[src/rtl/ccd_seq_pkg.sv]
`timescale 1ns/1ps
package ccd_seq_pkg;

  // Top-level sequence of one frame
  typedef enum logic [2:0] {
    ST_IDLE  = 3'd0,
    ST_INTEG = 3'd1,
    ST_VXFER = 3'd2,
    ST_HSET  = 3'd3,
    ST_PIXEL = 3'd4
  } seq_state_t;

  // Sub-steps of the vertical line transfer, in time order
  typedef enum logic [1:0] {
    VS_LEAD    = 2'd0,  // v1 alone
    VS_OVERLAP = 2'd1,  // v1 and v2
    VS_TRAIL   = 2'd2   // v2 alone, falls into horizontal setup
  } vseg_t;

  function automatic int max2(int a, int b);
    return (a > b) ? a : b;
  endfunction

endpackage

[src/rtl/ccd_pix_phase.sv]
`timescale 1ns/1ps
// Free-running pixel-period counter. It drives the reset gate continuously
// and restarts at phase 0 when a line's pixel shifting begins.
module ccd_pix_phase #(
  parameter int PIX_TICKS = 34,
  parameter int RST_TICKS = 2
) (
  input  logic clk,
  input  logic rst_n,
  input  logic restart,
  output logic wrap,
  output logic rg,
  output logic h1_phase,
  output logic rst_tap,
  output logic sig_tap
);
  localparam int HALF  = PIX_TICKS / 2;
  localparam int PH_W  = $clog2(PIX_TICKS) + 1;
  localparam logic [PH_W-1:0] PH_LAST = PH_W'(PIX_TICKS - 1);
  localparam logic [PH_W-1:0] PH_RST  = PH_W'(RST_TICKS);
  localparam logic [PH_W-1:0] PH_HALF = PH_W'(HALF);
  localparam logic [PH_W-1:0] PH_RSMP = PH_W'(RST_TICKS + 1);
  localparam logic [PH_W-1:0] PH_SSMP = PH_W'(HALF + 1);

  logic [PH_W-1:0] ph;

  always_ff @(posedge clk or negedge rst_n) begin
    if (!rst_n)              ph <= '0;
    else if (restart)        ph <= '0;
    else if (ph == PH_LAST)  ph <= '0;
    else                     ph <= ph + 1'b1;
  end

  assign wrap     = (ph == PH_LAST);
  assign rg       = (ph < PH_RST);
  assign h1_phase = (ph < PH_HALF);
  assign rst_tap  = (ph == PH_RSMP);
  assign sig_tap  = (ph == PH_SSMP);
endmodule

[src/rtl/ccd_line_ctrl.sv]
`timescale 1ns/1ps
// Frame state machine: integration, per-line vertical transfer,
// horizontal setup and pixel shifting, with line and pixel counting.
module ccd_line_ctrl
  import ccd_seq_pkg::*;
#(
  parameter int LINES   = 1046,
  parameter int PIXELS  = 1050,
  parameter int VPULSE  = 3000,
  parameter int HSETUP  = 1000,
  parameter int INT_W   = 24
) (
  input  logic             clk,
  input  logic             rst_n,
  input  logic             start,
  input  logic [INT_W-1:0] int_time,
  input  logic             pix_wrap,
  output seq_state_t       state,
  output vseg_t            vseg,
  output logic             enter_pix,
  output logic             frame_done
);
  localparam int SEG_MAX = max2(VPULSE, HSETUP);
  localparam int SW      = $clog2(SEG_MAX) + 1;
  localparam int PW      = $clog2(PIXELS) + 1;
  localparam int LW      = $clog2(LINES) + 1;
  localparam logic [SW-1:0] VP_LAST  = SW'(VPULSE - 1);
  localparam logic [SW-1:0] HS_LAST  = SW'(HSETUP - 1);
  localparam logic [PW-1:0] PIX_LAST = PW'(PIXELS - 1);
  localparam logic [LW-1:0] LIN_LAST = LW'(LINES - 1);

  logic [INT_W-1:0] icnt;
  logic [SW-1:0]    tcnt;
  logic [PW-1:0]    pcnt;
  logic [LW-1:0]    lcnt;

  assign enter_pix = (state == ST_HSET) && (tcnt == HS_LAST);

  always_ff @(posedge clk or negedge rst_n) begin
    if (!rst_n) begin
      state      <= ST_IDLE;
      vseg       <= VS_LEAD;
      icnt       <= '0;
      tcnt       <= '0;
      pcnt       <= '0;
      lcnt       <= '0;
      frame_done <= 1'b0;
    end else begin
      frame_done <= 1'b0;
      unique case (state)
        ST_IDLE: begin
          if (start) begin
            state <= ST_INTEG;
            icnt  <= int_time;
          end
        end
        ST_INTEG: begin
          if (icnt <= INT_W'(1)) begin
            state <= ST_VXFER;
            vseg  <= VS_LEAD;
            tcnt  <= '0;
            lcnt  <= '0;
          end else begin
            icnt <= icnt - 1'b1;
          end
        end
        ST_VXFER: begin
          if (tcnt == VP_LAST) begin
            tcnt <= '0;
            if (vseg == VS_TRAIL) state <= ST_HSET;
            else                  vseg  <= vseg_t'(vseg + 2'd1);
          end else begin
            tcnt <= tcnt + 1'b1;
          end
        end
        ST_HSET: begin
          if (tcnt == HS_LAST) begin
            state <= ST_PIXEL;
            tcnt  <= '0;
            pcnt  <= '0;
          end else begin
            tcnt <= tcnt + 1'b1;
          end
        end
        ST_PIXEL: begin
          if (pix_wrap) begin
            if (pcnt == PIX_LAST) begin
              if (lcnt == LIN_LAST) begin
                state      <= ST_IDLE;
                frame_done <= 1'b1;
              end else begin
                lcnt  <= lcnt + 1'b1;
                state <= ST_VXFER;
                vseg  <= VS_LEAD;
              end
            end else begin
              pcnt <= pcnt + 1'b1;
            end
          end
        end
        default: state <= ST_IDLE;
      endcase
    end
  end
endmodule

[src/rtl/ccd_phase_drive.sv]
`timescale 1ns/1ps
// Decodes the sequence position into clock phase levels and strobes.
module ccd_phase_drive
  import ccd_seq_pkg::*;
(
  input  seq_state_t state,
  input  vseg_t      vseg,
  input  logic       h1_phase,
  input  logic       rst_tap,
  input  logic       sig_tap,
  output logic       v1,
  output logic       v2,
  output logic       h1,
  output logic       h1l,
  output logic       h2,
  output logic       smp_rst,
  output logic       smp_sig,
  output logic       line_valid
);
  logic in_xfer;
  logic in_pix;

  assign in_xfer = (state == ST_VXFER);
  assign in_pix  = (state == ST_PIXEL);

  always_comb begin
    v1 = in_xfer && (vseg != VS_TRAIL);
    v2 = in_xfer && (vseg != VS_LEAD);
    // outside shifting the horizontal register parks with phase 1 high
    h1 = in_pix ? h1_phase : 1'b1;
    h2 = in_pix ? ~h1_phase : 1'b0;
    h1l = h1;
    line_valid = in_pix;
    smp_rst = in_pix && rst_tap;
    smp_sig = in_pix && sig_tap;
  end
endmodule

[src/rtl/ccd_quad_sequencer.sv]
`timescale 1ns/1ps
module ccd_quad_sequencer
  import ccd_seq_pkg::*;
#(
  parameter int LINES     = 1046,
  parameter int PIXELS    = 1050,
  parameter int VPULSE    = 3000,
  parameter int HSETUP    = 1000,
  parameter int PIX_TICKS = 34,
  parameter int RST_TICKS = 2,
  parameter int INT_W     = 24
) (
  input  logic             clk,
  input  logic             rst_n,
  input  logic             start,
  input  logic [INT_W-1:0] int_time,
  output logic             v1,
  output logic             v2,
  output logic             h1,
  output logic             h1l,
  output logic             h2,
  output logic             rg,
  output logic             smp_rst,
  output logic             smp_sig,
  output logic             line_valid,
  output logic             frame_done
);
  seq_state_t state;
  vseg_t      vseg;
  logic       enter_pix;
  logic       pix_wrap;
  logic       h1_phase;
  logic       rst_tap;
  logic       sig_tap;

  ccd_pix_phase #(
    .PIX_TICKS(PIX_TICKS),
    .RST_TICKS(RST_TICKS)
  ) u_phase (
    .clk      (clk),
    .rst_n    (rst_n),
    .restart  (enter_pix),
    .wrap     (pix_wrap),
    .rg       (rg),
    .h1_phase (h1_phase),
    .rst_tap  (rst_tap),
    .sig_tap  (sig_tap)
  );

  ccd_line_ctrl #(
    .LINES  (LINES),
    .PIXELS (PIXELS),
    .VPULSE (VPULSE),
    .HSETUP (HSETUP),
    .INT_W  (INT_W)
  ) u_ctrl (
    .clk        (clk),
    .rst_n      (rst_n),
    .start      (start),
    .int_time   (int_time),
    .pix_wrap   (pix_wrap),
    .state      (state),
    .vseg       (vseg),
    .enter_pix  (enter_pix),
    .frame_done (frame_done)
  );

  ccd_phase_drive u_drive (
    .state      (state),
    .vseg       (vseg),
    .h1_phase   (h1_phase),
    .rst_tap    (rst_tap),
    .sig_tap    (sig_tap),
    .v1         (v1),
    .v2         (v2),
    .h1         (h1),
    .h1l        (h1l),
    .h2         (h2),
    .smp_rst    (smp_rst),
    .smp_sig    (smp_sig),
    .line_valid (line_valid)
  );
endmodule

[config.mk]
export PLATFORM = sky130hd
export DESIGN_NAME = ccd_quad_sequencer
export DESIGN_NICKNAME = d
export VERILOG_FILES = /design/src/rtl/ccd_seq_pkg.sv /design/src/rtl/ccd_pix_phase.sv /design/src/rtl/ccd_line_ctrl.sv /design/src/rtl/ccd_phase_drive.sv /design/src/rtl/ccd_quad_sequencer.sv
export SDC_FILE = /design/constraint.sdc
export NUM_CORES = 1
export LEC_CHECK = 0
export BUFFER_PORTS_ARGS = -buffer_cell sky130_fd_sc_hd__buf_2
export CAP_MARGIN = 5
export CORE_ASPECT_RATIO = 0.6
export CORE_MARGIN = 1
export CORE_UTILIZATION = 50
export CTS_BUF_LIST = sky130_fd_sc_hd__clkbuf_4 sky130_fd_sc_hd__clkbuf_8 sky130_fd_sc_hd__clkbuf_16
export DETAILED_ROUTE_END_ITERATION = 10
export GPL_TIMING_DRIVEN = 1
export PLACE_DENSITY = 0.68
export REMOVE_ABC_BUFFERS = 1
export SYNTH_ARGS = -nofsm -noshare
export SYNTH_HDL_FRONTEND = slang
export SYNTH_HIERARCHICAL = 1
export SYNTH_SLANG_ARGS = --single-unit
[constraint.sdc]
create_clock -name clk -period 1.9 [get_ports clk]
set_input_delay 0.095 -clock clk [delete_from_list [all_inputs] [get_ports clk]]
set_output_delay 0.095 -clock clk [all_outputs]
set_load 0.05 [all_outputs]
# [Word level (Yosys, flattened, before mapping)]
# Cells that the tools add are included.
[word_totals] in_bits=27 output_inout_bits=10 word_cells=100 reg_bits=74
[classes] bitwise=1 n_lt_le_gt_ge=3 muxes=40 eq_ne=24 add_sub_neg=6 n_reduce_logical=18
[op_table] operator="12-bit two-way mux" count=7
[op_table] operator="24-bit two-way mux" count=2
[op_table] operator="12-bit one-hot mux with 2 select lines" count=2
[op_table] operator="24-bit one-hot mux with 2 select lines" count=1
[op_table] operator="13-bit two-way mux" count=3
[op_table] operator="13-bit one-hot mux with 3 select lines" count=1
[op_table] operator="12-bit by 1-bit adder with 12-bit output (second input constant)" count=2
[op_table] operator="12-bit by 11-bit == test with 1-bit output (second input constant)" count=2
[op_table] operator="24-bit by 1-bit less-or-equal comparator with 1-bit output (second input constant)" count=1
[op_table] operator="24-bit by 1-bit subtractor with 24-bit output (second input constant)" count=1
[op_table] operator="2-bit inequality test (second input constant)" count=11
[op_table] operator="3-bit two-way mux" count=7
[op_table] operator="3-bit one-hot mux with 5 select lines" count=1
[op_table] operator="2-bit two-way mux" count=7
[op_table] operator="7-bit two-way mux" count=2
[op_table] operator="7-bit AND reduction" count=2
[op_table] operator="13-bit by 1-bit adder with 13-bit output (second input constant)" count=1
[op_table] operator="13-bit by 10-bit == test with 1-bit output (second input constant)" count=1
[op_table] operator="13-bit by 12-bit == test with 1-bit output (second input constant)" count=1
[op_table] operator="2-bit nonzero test" count=4
[op_table] operator="7-bit by 1-bit adder with 7-bit output (second input constant)" count=1
[op_table] operator="7-bit by 2-bit == test with 1-bit output (second input constant)" count=1
[op_table] operator="7-bit by 5-bit == test with 1-bit output (second input constant)" count=1
[op_table] operator="7-bit by 6-bit == test with 1-bit output (second input constant)" count=1
[op_table] operator="18 further kinds" count=29

# [Depth between registers and ports, before layout]
# Gate-level depths: netlist of run 1.
[depth] word_depth=5 mapped_depth=10 depth_no_buf=9

# [Hierarchy]
# Netlist of run 1, hierarchy kept.
[modules_own_cells] mod="ccd_line_ctrl" cells_each=468 area_each_um2=4186.5 n_inst=1 seq_area_each_um2=1676.6
[modules_own_cells] mod="ccd_pix_phase" cells_each=43 area_each_um2=412.9 n_inst=1 seq_area_each_um2=175.2
[modules_own_cells] mod="ccd_phase_drive" cells_each=10 area_each_um2=83.8 n_inst=1 seq_area_each_um2=0.0

# [Worst setup path after synthesis of run 1]
# OpenSTA, ideal clock, no wires.
[synth_path] kind="flip-flop to output port" from="reg u_ctrl.vseg[1]" to="out v1" setup_slack_ns=-0.322 path_buffers=0 t_required_ns=1.805 arrival_ns=2.127 path_stages_with_launch=3 cell_sequence="dfrtp_1 > nor2b_1 > nor4b_1"
[synth_between] elab_chain_len=2
[synth_lines] item="start, declared" line_no="ccd_line_ctrl.sv:19" rtl="output vseg_t vseg,"
[synth_lines] item="start signal, assigned" line_no="ccd_line_ctrl.sv:71" rtl="else vseg <= vseg_t'(vseg + 2'd1);"
[synth_lines] item="2-bit inequality test" line_no="ccd_phase_drive.sv:27" rtl="v1 = in_xfer && (vseg != VS_TRAIL);"
[synth_lines] item="1-bit logical AND" line_no="ccd_phase_drive.sv:27"
[synth_lines] item="end, declared" line_no="ccd_quad_sequencer.sv:17" rtl="output logic v1,"
# Every way passes these cells.

# [Worst setup path in the final report of run 1]
[layout_path] from="reg u_ctrl.icnt[12]" to="reg u_ctrl.icnt[20]"
[layout_between] elab_chain_len=3 word_cells_on_any_way=6 classes_between="add/sub: 1; order compare: 1; eq/ne: 1; mux: 2; reduce/logical: 1"
[layout_lines] item="start, declared" line_no="ccd_line_ctrl.sv:32" rtl="logic [INT_W-1:0] icnt;"
[layout_lines] item="start signal, assigned" line_no="ccd_line_ctrl.sv:54" rtl="icnt <= int_time;"
[layout_lines] item="start signal, assigned" line_no="ccd_line_ctrl.sv:64" rtl="icnt <= icnt - 1'b1;"
[layout_lines] item="24-bit by 1-bit subtractor with 24-bit output / 24-bit by 1-bit less-or-equal comparator with 1-bit output (equally long branches)" line_no="ccd_line_ctrl.sv:64, ccd_line_ctrl.sv:58"
[layout_lines] item="24-bit two-way mux / 2-bit inequality test (equally long branches)"
[layout_lines] item="24-bit one-hot mux with 2 select lines / 3-bit AND reduction (equally long branches)"
# Several ways; a longest one is shown, not always the timed one. The select of a mux whose other input is x is not followed.
# A chain may end at the register's enable or synchronous reset.

==> metrics.txt, run 1 <==
outcome=finished, violations left; failing checks=setup timing; core area=8783 µm²; Fin. Hold Viols=0; first-pass GRT wire length=between 20000 and 25000 µm; DP Wirelength=slightly above 10000 µm; DP Area=around 5700 µm²; Die Span X=between 100 and 150 µm; CP Data Required Time=between 2000 and 2500 ps; hold worst-path end=u_ctrl/icnt[14]$_DFFE_PN0P_; Final Slew Violations=0; Final nets=708; Syn Inst Count=521; WHS Path Cells=3; Fin Hold WS=42.11 ps; diodes inserted=0; Max IR drop VDD=0.0003948 V; area taken by multi-input logic gates=a little over 3000 µm²; I/O Buffers=36; Antenna Nets Post-Route=0; Routed WL=between 15000 and 20000 µm; post-synthesis async set-or-reset flop share=100.0%; top cell type's share of synthesized area=just under 40%; HP Class=in2reg; sequential area share after synthesis=around 40%; Worst Hold Launch=int_time[14]; Synth-to-Final Area Change=43.90%; CP arrival=around 2500 ps; fraction of layout cells with a size suffix above 1=roughly two fifths; Clock Latency Late Sink=approximately 330 ps; H-tree Lvls=3; final-layout fill cell count=around 550; Syn Std Cell Area=4683 µm²; final instance area=a little under 7000 µm²; startpoint types=flip-flop; P per Cell Area=roughly 470 nW/µm²; GPL Wtd Cong=slightly above 0.9; largest net degree at the start of global routing=40; Tcrit/Tclk final=121.1%; Mean Syn Cell Area=8.989 µm²; final worst slack=-400.2 ps; clock slew at reported path FFs=50 ps; gr usage total=~31%; LEAKAGE=around 3.0 nW; via/cell ratio=roughly 6.5; Synth Register Bits=74; Most used DFF post-synth=dfrtp_1; fmax=0.4347 GHz; Reg2Reg Depth=7; CTS tree=built; RSZ-0062 raised after global routing=true; Post-Place Setup Slack=-430.9 ps; worst flop-to-flop path endpoint=u_ctrl/icnt[20]$_DFFE_PN0P_; Synth area leaders=dfrtp_1 (40%), nor2_1 (4.2%), a21oi_1 (3.5%), a31oi_1 (3.5%), nand3_1 (3.4%); Tmin final=2300 ps; Final TNS setup=-16820 ps; clk root buf=clkbuf_16; Final setup viols=~70; die height=76.97 µm; DR DRC count=0; synth unique cells=between 60 and 70; I/O pin total=37; DIE AREA=about 9800 µm²; Post-synth EDFFs=0; crit path capture type=flip-flop; CTS sink count=74; Worst R2R Start=u_ctrl/icnt[12]$_DFFE_PN0P_; total CTS buffers=9; biggest area consumer among synthesized cells=dfrtp_1; crit path max fanout=5; Initial Util=53.32%; DRT iter0 DRCs=between 500 and 600; vias in the first global route=around 4.7k; dpl cells=751; cell row count=26; Layout Cells excl Fill=between 700 and 800; per-cell routed wire length=roughly 20 µm; Critical Setup Path Class=reg2reg; actual slew at the worst max-slew pin=between 500 and 600 ps; Synth warnings=6; Register Area=1854 µm²; total of max-cap violations=0; Bufs on Longest Clock Path=2; Max transition margin=~63%; Fin Clk Skew=3.785 ps; GR Overflow Total=0; initial antenna violation count=0; Pre-Repair DR Iteration Count=5; via count=approximately 5.1k; Worst R2R Setup Slack=-400 ps
## synth_stat cells (all sizes together) (3+ instances only)
cell	instances
and2	7
a31oi	26
a22oi	4
a21o	7
a2bb2oi	11
a211oi	4
dfrtp	74
nor4	9
inv	15
a22o	3
nand2	35
or4	5
nor4b	4
o32ai	3
a41oi	3
or3	9
nor3	13
xor2	5
o21ai	25
and4	5
xnor2	4
nand4	11
a21oi	35
nand2b	6
nand3	32
clkbuf	18
o22a	6
and3	13
ha	11
nor3b	6
nand4b	5
o31ai	12
o22ai	10
buf	6
nor2	52
## area by class of cell
class / count / share of cell area, %
Multi-Input combinational cell: 408 / 45.93
Clock buffer: 12 / 3.676
Tap cell: 112 / 2.079
Inverter: 15 / 0.8355
Clock inverter: 1 / 0.07427
Sequential cell: 74 / 27.52
Timing Repair Buffer: 162 / 19.88
## repair_timing
item / in CTS / in global routing
pin swaps: 50 / 23
gates resized for setup: 98 / 53
setup endpoints to repair: 71 / 79
hold buffers: 1 / 0
setup buffers: 11 / 9
hold endpoints to repair: 38 / 0
gates cloned: 1 / 0
## power by group
group | internal, mW | switching (mW)
Sequential | 1.58 | 0
Combinational | 0.0257 | 0.0433
Clock | 0.903 | 0.601
Total | 2.51 | 0.645
## worst max-delay path by stage
stage | startpoint | endpoint | slack, ps | depth (start not counted)
after floorplan | u_ctrl/state[0]$_DFFE_PN0P_ | v1 | -590 | 1
after global placement | u_ctrl/icnt[13]$_DFFE_PN0P_ | u_ctrl/icnt[15]$_DFFE_PN0P_ | -310 | 6
after detailed placement | u_ctrl/icnt[13]$_DFFE_PN0P_ | u_ctrl/icnt[11]$_DFFE_PN0P_ | -430 | 6
after global routing | u_ctrl/icnt[12]$_DFFE_PN0P_ | u_ctrl/icnt[23]$_DFFE_PN0P_ | -450 | 7
final | u_ctrl/icnt[12]$_DFFE_PN0P_ | u_ctrl/icnt[20]$_DFFE_PN0P_ | -400 | 7
after CTS | u_ctrl/icnt[14]$_DFFE_PN0P_ | u_ctrl/icnt[1]$_DFFE_PN0P_ | -320 | 7
## cell families after synthesis
group	count (synthesis)	synth area share, %
DFF	74	39.54
and+or+nand+nor	225	27.52
muxes	3	0.7747
buffers and inverters	39	3.606
AOI/OAI and AO/OA	160	23.94
adders and majority gates	11	2.939
xor gates and xnor gates	9	1.683
## state kept, by name, summed over array words and instances (netlist names)
name               flops
u_ctrl/frame_done      1
u_ctrl/icnt           24
u_ctrl/lcnt           12
u_ctrl/pcnt           12
u_ctrl/state           3
u_ctrl/tcnt           13
u_ctrl/vseg            2
u_phase/ph             7
## per-stage QoR
stage	utilization (%)	power, mW
final	76.72	3.150
after global routing	76.72	3.260
after CTS	73.66	3.188
after detailed placement	65.20	1.673
after global placement	65.20	1.672
after floorplan	-	1.606
## cells in the final DEF (no fill, tap or decap), drive strengths merged, types with 3 or more instances in the layout
master | netlist | final
a2bb2oi | 11 | 11
or3 | 9 | 9
a31oi | 26 | 26
or4 | 5 | 5
a211oi | 4 | 4
inv | 15 | 15
and3 | 13 | 13
dfrtp | 74 | 74
o22a | 6 | 6
o31ai | 12 | 12
nand3 | 32 | 32
o21ai | 25 | 25
nor4 | 9 | 9
nand2b | 6 | 6
buf | 6 | 161
nand4 | 11 | 11
ha | 11 | 11
a22o | 3 | 3
nor4b | 4 | 4
a21oi | 35 | 35
nor3b | 6 | 6
a22oi | 4 | 4
xor2 | 5 | 5
and4 | 5 | 5
a41oi | 3 | 3
and2 | 7 | 7
nand2 | 35 | 35
clkbuf | 18 | 12
o32ai | 3 | 3
o22ai | 10 | 10
nand4b | 5 | 5
nor2 | 52 | 52
xnor2 | 4 | 4
a21o | 7 | 7
nor3 | 13 | 13
## critical path, cell delays in order (launching register included)
cell	delay, ps
dfrtp_1	380
or4_4	570
nor4_4	340
buf_4	180
a31o_4	190
buf_12	140
a21oi_1	100
o221a_2	280
## layer usage
layer	up-vias	track usage, %	share of wire [%]
met5	-	0	0
met4	0	7.143	1.1
met3	24	9.211	10
met2	290	46.26	45
met1	2464	44.79	44
li1	2288	-	-
Power figures use the tool's default switching activity.
==> inputs of run 2 (changes only) <==
--- a/config.mk
+++ b/config.mk
@@ -13,9 +13,9 @@
 export CTS_BUF_LIST = sky130_fd_sc_hd__clkbuf_4 sky130_fd_sc_hd__clkbuf_8 sky130_fd_sc_hd__clkbuf_16
 export DETAILED_ROUTE_END_ITERATION = 10
 export GPL_TIMING_DRIVEN = 1
-export PLACE_DENSITY = 0.68
+export PLACE_DENSITY = 0.65
 export REMOVE_ABC_BUFFERS = 1
+export SETUP_SLACK_MARGIN = 0.2
 export SYNTH_ARGS = -nofsm -noshare
 export SYNTH_HDL_FRONTEND = slang
-export SYNTH_HIERARCHICAL = 1
 export SYNTH_SLANG_ARGS = --single-unit
==> constraint.sdc (replaced) <==
create_clock -name clk -period 2.5 [get_ports clk]
set_input_delay 0.125 -clock clk [delete_from_list [all_inputs] [get_ports clk]]
set_output_delay 0.125 -clock clk [all_outputs]
set_load 0.05 [all_outputs]
==> metrics.txt, run 2 <==
first-pass GRT wire length=20380 µm (was 23740 µm); P per Cell Area=776.2 nW/µm² (was 467.4 nW/µm²); top cell type's share of synthesized area=39.90% (was 39.54%); Die Span X=126.4 µm (was 126.9 µm); HP Class=in2reg (unchanged); die height=76.63 µm (was 76.97 µm); final-layout fill cell count=739 (was 554); Final nets=624 (was 708); count leader, synth=dfrtp_1 (unchanged); per-cell routed wire length=17.78 µm (was 19.77 µm); Antenna Nets Post-Route=0 (unchanged); DP Wirelength=8836 µm (was 10140 µm); Worst R2R Start=u_ctrl.icnt[18]$_DFFE_PN0P_ (was u_ctrl/icnt[12]$_DFFE_PN0P_); most frequent cells in the layout=dfrtp_1 (73), nand2_1 (39), buf_4 (39), nand3_1 (38), nor2_1 (37) (was buf_4 (101), dfrtp_1 (72), nor2_1 (49), nand2_1 (31), nand3_1 (31)); area taken by multi-input logic gates=2634 µm² (was 3095 µm²); Post-Place Setup Slack=125.9 ps (was -430.9 ps); Syn Std Cell Area=4641 µm² (was 4683 µm²); CTS sink count=74 (unchanged); max reg flops=24 (unchanged); GPL Wtd Cong=0.8629 (was 0.9136); Routed WL=12480 µm (was 15500 µm); actual slew at the worst max-slew pin=955.1 ps (was 552.0 ps); Post-synth EDFFs=0 (unchanged); Tcrit/Tclk final=89.11% (was 121.1%); Bufs on Longest Clock Path=2 (unchanged); Final setup viols=0 (was 69); crit path capture type=flip-flop (unchanged); RSZ-0062 raised after global routing=false (was true); Critical Path Source=u_ctrl.icnt[18]$_DFFE_PN0P_ (was u_ctrl/icnt[12]$_DFFE_PN0P_); GR Overflow Total=0 (unchanged); Pre-Repair DR Iteration Count=5 (unchanged); initial antenna violation count=0 (unchanged); synth unique cells=64 (was 68); commonest cells in the synthesized netlist=dfrtp_1 (74), nand2_1 (40), nand3_1 (38) (was dfrtp_1 (74), nor2_1 (52), nand2_1 (34)); post-synthesis async set-or-reset flop share=100.0% (unchanged); largest stage delay on the critical path=590 ps (was 570 ps); Initial Util=53.03% (was 53.32%); Top Registers=u_ctrl.icnt (24), u_ctrl.tcnt (13) (was u_ctrl/icnt (24), u_ctrl/tcnt (13)); commonest non-fill, non-tap cell in the layout=dfrtp_1 (was buf_4); via/cell ratio=6.309 (was 6.462); outcome=finished clean (was finished, violations left); Tmin final=2228 ps (was 2300 ps); largest net degree at the start of global routing=75 (was 40); clk root buf=clkbuf_16 (unchanged); Fin Hold WS=76.55 ps (was 42.11 ps); Synth-to-Final Area Change=18.60% (was 43.90%); Mean Syn Cell Area=8.789 µm² (was 8.989 µm²); Register Area=1853 µm² (was 1854 µm²); Fin Clk Skew=6.130 ps (was 3.785 ps); Synth Register Bits=74 (unchanged); Worst Hold Launch=int_time[4] (was int_time[14]); I/O Buffers=36 (unchanged); Synth warnings=0 (was 6); Synth area leaders=dfrtp_1 (40%), nand3_1 (4.1%), o21ai_0 (3.3%), ha_1 (3.2%), nand2_1 (3.2%) (was dfrtp_1 (40%), nor2_1 (4.2%), a21oi_1 (3.5%), a31oi_1 (3.5%), nand3_1 (3.4%)); total CTS buffers=9 (unchanged); Max IR drop VDD=0.0004159 V (was 0.0003948 V); fmax=0.4489 GHz (was 0.4347 GHz); startpoint types=flip-flop (unchanged); sequence of cells on the critical path=or4_4 -> or4_1 -> o31ai_1 -> nand3_1 -> a22o_1 (was or4_4 -> nor4_4 -> buf_4 -> a31o_4 -> buf_12 -> a21oi_1 -> o221a_2); CTS tree=built (unchanged); DRT iter0 DRCs=354 (was 586); DIE AREA=9683 µm² (was 9770 µm²); I/O pin total=37 (unchanged); clock slew at reported path FFs=60 ps (was 50 ps); diodes inserted=0 (unchanged); sequential area share after synthesis=39.90% (was 39.54%); crit path max fanout=5 (unchanged); via count=4429 (was 5066); Clock Latency Late Sink=330 ps (about the same); core area=8751 µm² (was 8783 µm²); cell row count=26 (unchanged); gr usage total=26.66% (was 31.24%); Fin. Hold Viols=0 (unchanged); DR DRC count=0 (unchanged); final worst slack=272.2 ps (was -400.2 ps); biggest area consumer among synthesized cells=dfrtp_1 (unchanged); post-layout util=62.90% (was 76.72%); CP Data Required Time=2720 ps (was 2120 ps); Max transition margin=36.32% (was 62.81%); CP arrival=2450 ps (was 2520 ps); Worst path slowest cell=or4_4 (unchanged); Critical Setup Path Class=reg2reg (unchanged); H-tree Lvls=3 (unchanged); Syn Inst Count=528 (was 521); LEAKAGE=2.403 nW (was 3.001 nW); Most flops, register=u_ctrl.icnt (was u_ctrl/icnt); Final Slew Violations=0 (unchanged); total of max-cap violations=0 (unchanged); fraction of layout cells with a size suffix above 1=19.66% (was 40.63%); vias in the first global route=3899 (was 4713); Most used DFF post-synth=dfrtp_1 (unchanged)
-- run 2: repair_timing --
item	in CTS	in global routing
hold endpoints to repair	43	0
hold buffers	1	0
setup buffers	3	1
resized for setup	2	12
endpoints found under the setup margin	14	53
pin swaps	1	3
-- run 2: worst paths after layout --
kind	to	slack [ps]	cells after the start
hold reg to reg	u_ctrl.icnt[15]$_DFFE_PN0P_	510	1
max in group asynchronous	u_ctrl.state[2]$_DFFE_PN0P_	1340	2
min in group asynchronous	u_ctrl.icnt[15]$_DFFE_PN0P_	480	2
setup / recovery	u_ctrl.icnt[23]$_DFFE_PN0P_	270	5
hold / removal	u_ctrl.icnt[4]$_DFFE_PN0P_	80	3
setup reg to reg	u_ctrl.icnt[23]$_DFFE_PN0P_	270	5
-- run 2: area by class of cell --
class                      instances  share of cell area (%)
clock buffer                      15                   5.479
clock inverter                     1                 0.09093
inverter                          26                   1.773
multi-input combinational        400                   47.85
sequential                        74                   33.67
tap                              112                   2.546
timing repair buffer              74                   8.593
-- run 2: cell families (layout without fill, tap and decap cells) --
group	after synthesis	count (layout)	synth area share, %
compound gates	147	147	21.78
xor+xnor	8	8	1.510
fa+ha+maj	12	12	3.235
buf+inv	54	116	4.745
flops	74	74	39.90
mux	5	5	1.079
simple gates	228	228	27.74
-- run 2: per-layer routing --
| metal | GRT usage (%) | part of all wire, % |
|---|---|---|
| met2 | 34.64 | 40 |
| met3 | 6.039 | 6.9 |
| met1 | 43.67 | 52 |
| met4 | 5.181 | 0.59 |
| met5 | 0 | 0 |
-- run 2: power breakdown --
group          internal, mW  switching (mW)  total, mW
registers              1.41           0.275       1.68
clock network         0.817           0.474       1.29
logic                 0.556           0.742       1.30
-- run 2: worst max-delay path, delay by kind of cell, from the launching register on --
family / cells / cell delay (ps)
AO/OA/AOI/OAI: 2 / 540
flip-flops: 1 / 400
AND/OR/NAND/NOR: 3 / 1170
-- run 2: per-stage QoR --
step                cell area, µm²  power [mW]  instances  setup TNS, ps
global placement              5099       2.895        681              0
global route                  5504       4.536        702              0
finish                        5504       4.272        702              0
CTS                           5440       4.250        701              0
floorplan                     4518       2.491        500         -28560
detailed placement            5099       2.949        681              0
